### config.mk
export PLATFORM = sky130hd
export DESIGN_NAME = capcmp_chan
export DESIGN_NICKNAME = d
export VERILOG_FILES = /design/src/rtl/capcmp_pkg.sv /design/src/rtl/capcmp_store.sv /design/src/rtl/capcmp_match.sv /design/src/rtl/capcmp_chan.sv
export SDC_FILE = /design/constraint.sdc
export NUM_CORES = 1
export LEC_CHECK = 0
export ABC_CLOCK_PERIOD_IN_PS = 1330
export BUFFER_PORTS_ARGS = -buffer_cell sky130_fd_sc_hd__buf_2
export CORE_ASPECT_RATIO = 0.75
export CORE_MARGIN = 2
export CORE_UTILIZATION = 35
export DETAILED_ROUTE_END_ITERATION = 16
export GPL_TIMING_DRIVEN = 0
export SYNTH_ARGS = -nofsm -noshare
export SYNTH_HDL_FRONTEND = slang
export SYNTH_SLANG_ARGS = --single-unit
export TNS_END_PERCENT = 20
### constraint.sdc
create_clock -name clk -period 1.33 [get_ports clk]
set_input_delay 0.266 -clock clk [delete_from_list [all_inputs] [get_ports clk]]
set_output_delay 0.266 -clock clk [all_outputs]
set_load 0.01 [all_outputs]
### src/rtl/capcmp_pkg.sv
package capcmp_pkg;
  typedef enum logic {
    CH_OUTPUT = 1'b0,
    CH_INPUT  = 1'b1
  } ch_mode_e;
endpackage

### src/rtl/capcmp_store.sv
module capcmp_store
  import capcmp_pkg::*;
#(
  parameter int W = 16
) (
  input  logic         clk,
  input  logic         rst,
  input  ch_mode_e     mode,
  input  logic         pre_en,
  input  logic         wr_en,
  input  logic [W-1:0] wr_data,
  input  logic         upd,
  input  logic         cap,
  input  logic [W-1:0] cnt,
  output logic [W-1:0] vis_q,
  output logic [W-1:0] act_q
);
  logic [W-1:0] vis_nx;
  logic [W-1:0] act_nx;

  // visible register: write port in output mode, capture latch in input mode
  always_comb begin
    vis_nx = vis_q;
    if (mode == CH_INPUT) begin
      if (cap) vis_nx = cnt;
    end else if (wr_en) begin
      vis_nx = wr_data;
    end
  end

  // active copy: tracks the visible value, or waits for an update strobe
  always_comb begin
    act_nx = act_q;
    if (mode == CH_OUTPUT) begin
      if (!pre_en)  act_nx = vis_nx;
      else if (upd) act_nx = vis_q;
    end
  end

  always_ff @(posedge clk) begin
    if (rst) begin
      vis_q <= '0;
      act_q <= '0;
    end else begin
      vis_q <= vis_nx;
      act_q <= act_nx;
    end
  end


  direct_load_chk: assert property (@(posedge clk) disable iff (rst)
    (mode == CH_OUTPUT && !pre_en && wr_en) |=> (act_q == $past(wr_data)));


  preload_hold_chk: assert property (@(posedge clk) disable iff (rst)
    (mode == CH_OUTPUT && pre_en && !upd) |=> $stable(act_q));


  capture_load_chk: assert property (@(posedge clk) disable iff (rst)
    (mode == CH_INPUT && cap) |=> (vis_q == $past(cnt)));


  input_ro_chk: assert property (@(posedge clk) disable iff (rst)
    (mode == CH_INPUT && !cap) |=> $stable(vis_q));
endmodule

### src/rtl/capcmp_match.sv
module capcmp_match #(
  parameter int W = 16
) (
  input  logic         clk,
  input  logic         rst,
  input  logic         enable,
  input  logic [W-1:0] cnt,
  input  logic [W-1:0] act,
  output logic         hit_q
);
  always_ff @(posedge clk) begin
    if (rst) hit_q <= 1'b0;
    else     hit_q <= enable && (cnt == act);
  end


  hit_cause_chk: assert property (@(posedge clk) disable iff (rst)
    hit_q |-> ($past(cnt) == $past(act)));


  hit_gate_chk: assert property (@(posedge clk) disable iff (rst)
    hit_q |-> $past(enable));
endmodule

### src/rtl/capcmp_chan.sv
module capcmp_chan
  import capcmp_pkg::*;
#(
  parameter int W = 16
) (
  input  logic         clk,
  input  logic         rst,
  input  logic         mode_sel,
  input  logic         preload_en,
  input  logic         wr_en,
  input  logic [W-1:0] wr_data,
  output logic [W-1:0] rd_data,
  input  logic         update_evt,
  input  logic         capture_evt,
  input  logic [W-1:0] count,
  output logic         cmp_out
);
  ch_mode_e     mode;
  logic [W-1:0] vis;
  logic [W-1:0] act;

  assign mode = ch_mode_e'(mode_sel);

  capcmp_store #(.W(W)) u_store (
    .clk     (clk),
    .rst     (rst),
    .mode    (mode),
    .pre_en  (preload_en),
    .wr_en   (wr_en),
    .wr_data (wr_data),
    .upd     (update_evt),
    .cap     (capture_evt),
    .cnt     (count),
    .vis_q   (vis),
    .act_q   (act)
  );

  capcmp_match #(.W(W)) u_match (
    .clk    (clk),
    .rst    (rst),
    .enable (mode == CH_OUTPUT),
    .cnt    (count),
    .act    (act),
    .hit_q  (cmp_out)
  );

  assign rd_data = vis;


  mode_keep_chk: assert property (@(posedge clk) disable iff (rst)
    ($past(mode_sel) != mode_sel && !$past(wr_en) && !$past(capture_evt)
     && !$past(update_evt) && $past(preload_en)) |-> $stable(rd_data));
endmodule

# Word level (Yosys, flattened, before mapping)
# Index checks and enable logic that the tools add are counted.
[totals]
wordCells = 13
input_bits = 39
ff_bits = 33
output_inout_bits = 17
[classes]
reduce_logical = 2
muxes = 5
bitwise_logic = 1
n_eq_ne = 2
[op_table]
columns = ["cell", "n"]
rows = [
  ["$mux 16", 5],
  ["$eq 16x16->1", 1],
  ["$ne 2x1->1 const B", 1],
  ["$reduce_and 2->1", 1],
  ["$logic_and 1x1->1", 1],
  ["$not 1->1", 1],
]

# Logic depth before layout (Yosys ltp)
[depth]
word_depth = 3
ltp_mapped = 5
depth_no_buf = 4

# Hierarchy
# From an unflattened synthesis, not the netlist that was laid out.
[unflattened]
cells_unflattened = 189
area_unflattened_um2 = 1949.4
[modules_own_cells]
columns = ["module", "cells_each", "instances", "seq_area_each_um2", "area_each_um2"]
rows = [
  ["capcmp_store", 165, 1, 640.6, 1740.4],
  ["capcmp_match", 23, 1, 20.0, 205.2],
  ["capcmp_chan", 1, 1, 0.0, 3.8],
]

# Worst setup path after synthesis
# OpenSTA, ideal clock, no wires.
[synth_timing]
path_type = "input port to flip-flop"
start = "input port wr_en"
end = "register u_store.act_q[0]"
arrival_ns = 1.004
t_required_ns = 1.196
setup_time_ns = 0.134
n_path_buf = 1
stages = 5
setup_slack_ns = 0.191
path_cell_list = "nor2b_1 a211o_2 buf_6 nor2_1 nor3_1"
[synth_via]
elab_chain_len = 3
[synth_rtl]
columns = ["element", "line", "source"]
rows = [
  ["from (decl)", "capcmp_chan.sv:10", "input logic wr_en,"],
  ["$mux 16", "capcmp_store.sv:26", "end else if (wr_en) begin"],
  ["$mux 16", "capcmp_store.sv:24", "if (mode == CH_INPUT) begin"],
  ["$mux 16", "capcmp_store.sv:35", "if (!pre_en) act_nx = vis_nx;"],
  ["to (signal assigned)", "capcmp_store.sv:46", "act_q <= act_nx;"],
  ["to (decl)", "capcmp_store.sv:16", "output logic [W-1:0] act_q"],
]
# No other way between the ends.
# A chain may end at the register's enable or synchronous reset.

# Final worst setup path
[layout_timing]
start = "register u_store.act_q[3]"
end = "register u_match.hit_q"
[layout_via]
elab_chain_len = 2
[layout_rtl]
columns = ["element", "line", "source"]
rows = [
  ["$eq 16x16->1", "capcmp_match.sv:13", "else hit_q <= enable && (cnt == act);"],
  ["$logic_and 1x1->1", "capcmp_match.sv:13", ""],
  ["to (signal assigned)", "capcmp_match.sv:13", ""],
  ["to (decl)", "capcmp_match.sv:9", "output logic hit_q"],
]
# No other way between the ends.

==> reports/results.ini <==
[status]
status = completed

[route]
routed_wl_um = 5160
postRouteAntennaNets = 0
viasPerCell = 5.39
dr_total_vias = 1667
drc = 0
drtIter0Drc = 147
wl_per_cell_um = 16.7
drtPass1Iterations = 4

[synthesis]
synth_edf_count = 0
yosysWarningCount = 0
ys_seq_elements = 33
syn_area_um2 = 1740
ys_seq_area_frac = 0.379
synthArstFlopShare = 0
synthFlopType = dfxtp_1
postSynthAreaPerCell_um2 = 9.17
synth.distinct_cells = 24
synth_nets = 229
syn_inst = 190

[sta]
tightest_slew_ns = 0.570
slew_viol_final = 0
grt_setup_unrepaired = yes
setup_tns_ns = 0
finalCritPeriodShare = 0.969
timing.slew.headroom = 0.620
setup_viol = 0
fin_crit_ns = 1.29
max_freq_mhz = 776
fin_skew_ns = 0.00840
hold_violations = 0

[worst_setup_path]
slowest_delay_ns = 0.33
startpoint_type = register
cp-end-kind = register
worstSetupPathType = reg -> reg
worstPathMaxFanout = 2
slowest_stage = dfxtp_2
arrival_ns = 1.47
reg2reg_slack_ns = 0.04
critPathRequiredTime_ns = 1.51
cp_cell_sequence = xor2_1 -> nor4_2 -> nand4_1 -> nor4_1

[cells_and_area]
area_growth_pct = 25.4
most-common-layout-cells = buf_2, dfxtp_1, a211oi_1
nNetsFinal = 288
drive_above_1_share = 0.321
final_core_util = 0.451
diodes = 0
final_common_cell = buf_2

[floorplanning]
core_area_um2 = 4840
rows = 22
dieArea_um2 = 5560
initial_core_util = 0.360
fp.dieH_um = 65.1
die_w_um = 85.5
pin_count = 56

[place]
io_buffers = 52
dp_hpwl_um = 3660
gp_congestion = 0.766

[run]
max-cap-violations = 0

[global_routing]
grt-ovfl-total = 0
grt_pass1_wl_um = 8510
grt_max_degree = 11
grt_pass1_vias = 1641
track_usage = 0.200
antenna_found_initial = 0

[pwr]
power.leakage_nw = 0.974
peakVddDrop_mv = 0.390
powerDensity_nw_per_um2 = 1110

[clocking]
clock_sinks = 33
cts_resized = 1
post_cts_buffers = 0
hold_buffers = 0
cts_htree_levels = 2
cts_buffers = 5
cts.clk_slew.worst_paths_ns = 0.07
clock_path_buffers = 2
cts_tree = done
clkLatencyLatePin_ns = 0.29
root_buffer = clkbuf_8

[hold_path]
hold_path.class = in -> reg

-- cell type report --
type	instances	area (µm²)
Timing Repair Buffer	52	260
Fill cell	522	2660
Buffer	16	96.3
Clock buffer	7	86.3
Multi-Input combinational cell	140	1000
Inverter	1	3.75
Tap cell	60	75.1
Sequential cell	33	662
-- final timing paths --
check,from,end,depth (start not counted)
max,u_store.act_q[3]$_SDFFE_PP0P_,u_match.hit_q$_SDFF_PP0_,4
min,wr_data[14],u_store.act_q[14]$_SDFFE_PP0P_,3
max reg2reg,u_store.act_q[3]$_SDFFE_PP0P_,u_match.hit_q$_SDFF_PP0_,4
min reg2reg,u_store.act_q[15]$_SDFFE_PP0P_,u_store.act_q[15]$_SDFFE_PP0P_,2
-- cell usage after synthesis, types with 2 or more instances --
cell / number / area (µm²)
buf_2: 4 / 20.0
nor4_1: 4 / 25.0
and2b_1: 4 / 30.0
dfxtp_1: 33 / 661
nor3_1: 15 / 75.1
nor2_2: 2 / 12.5
buf_6: 3 / 33.8
mux2i_1: 16 / 160
xor2_1: 16 / 140
o22ai_1: 15 / 93.8
nor3_2: 2 / 20.0
a211oi_1: 31 / 233
nor2b_1: 12 / 75.1
buf_4: 2 / 15.0
nor2_1: 16 / 60.1
clkbuf_1: 7 / 26.3
-- where the power goes --
part | switching, W | leakage [nW] | internal [W]
logic | 0.000277 | 0.656 | 0.000235
clock network | 0.000381 | 0.0443 | 0.000411
registers | 0.0000601 | 0.274 | 0.00107
-- cells by family (layout without fill, tap and decap cells) --
logic type,after synthesis,in the layout,synth area share
buffers and inverters,17,76,0.0568
DFF,33,33,0.379
AOI/OAI and AO/OA,49,49,0.203
and+or+nand+nor,58,58,0.182
muxes,17,17,0.0984
xor gates and xnor gates,16,16,0.0805
-- through the flow --
stage               std cells  power (W)  area [µm²]  setup WS, ns  hold WS [ns]
finish                    309    0.00243        2180        0.0406         0.288
global route              309    0.00255        2180       -0.0164         0.299
CTS                       309    0.00243        2170        0.0278         0.285
detailed placement        302    0.00165        2080        -0.200         0.491
global placement          302    0.00164        2080        -0.181         0.498
floorplan                 190    0.00145        1740         0.191         0.465
-- flip-flops by register name, indices dropped and copies added, names as in the netlist --
register	flops
u_store.act_q	16
u_match.hit_q	1
u_store.vis_q	16
-- worst max-delay path, delay by kind of cell, from the launching register on --
| family | cells | cell delay, ns |
|---|---|---|
| DFF | 1 | 0.33 |
| xor gates and xnor gates | 1 | 0.16 |
| and+or+nand+nor | 3 | 0.69 |
-- metal layers --
metal / GRT usage / wire length [µm]
met1: 0.291 / 2580
met2: 0.288 / 2170
met3: 0.0465 / 317
met4: 0.0714 / 82
met5: 0 / 0
No activity file was read; power rests on OpenSTA's default activity.
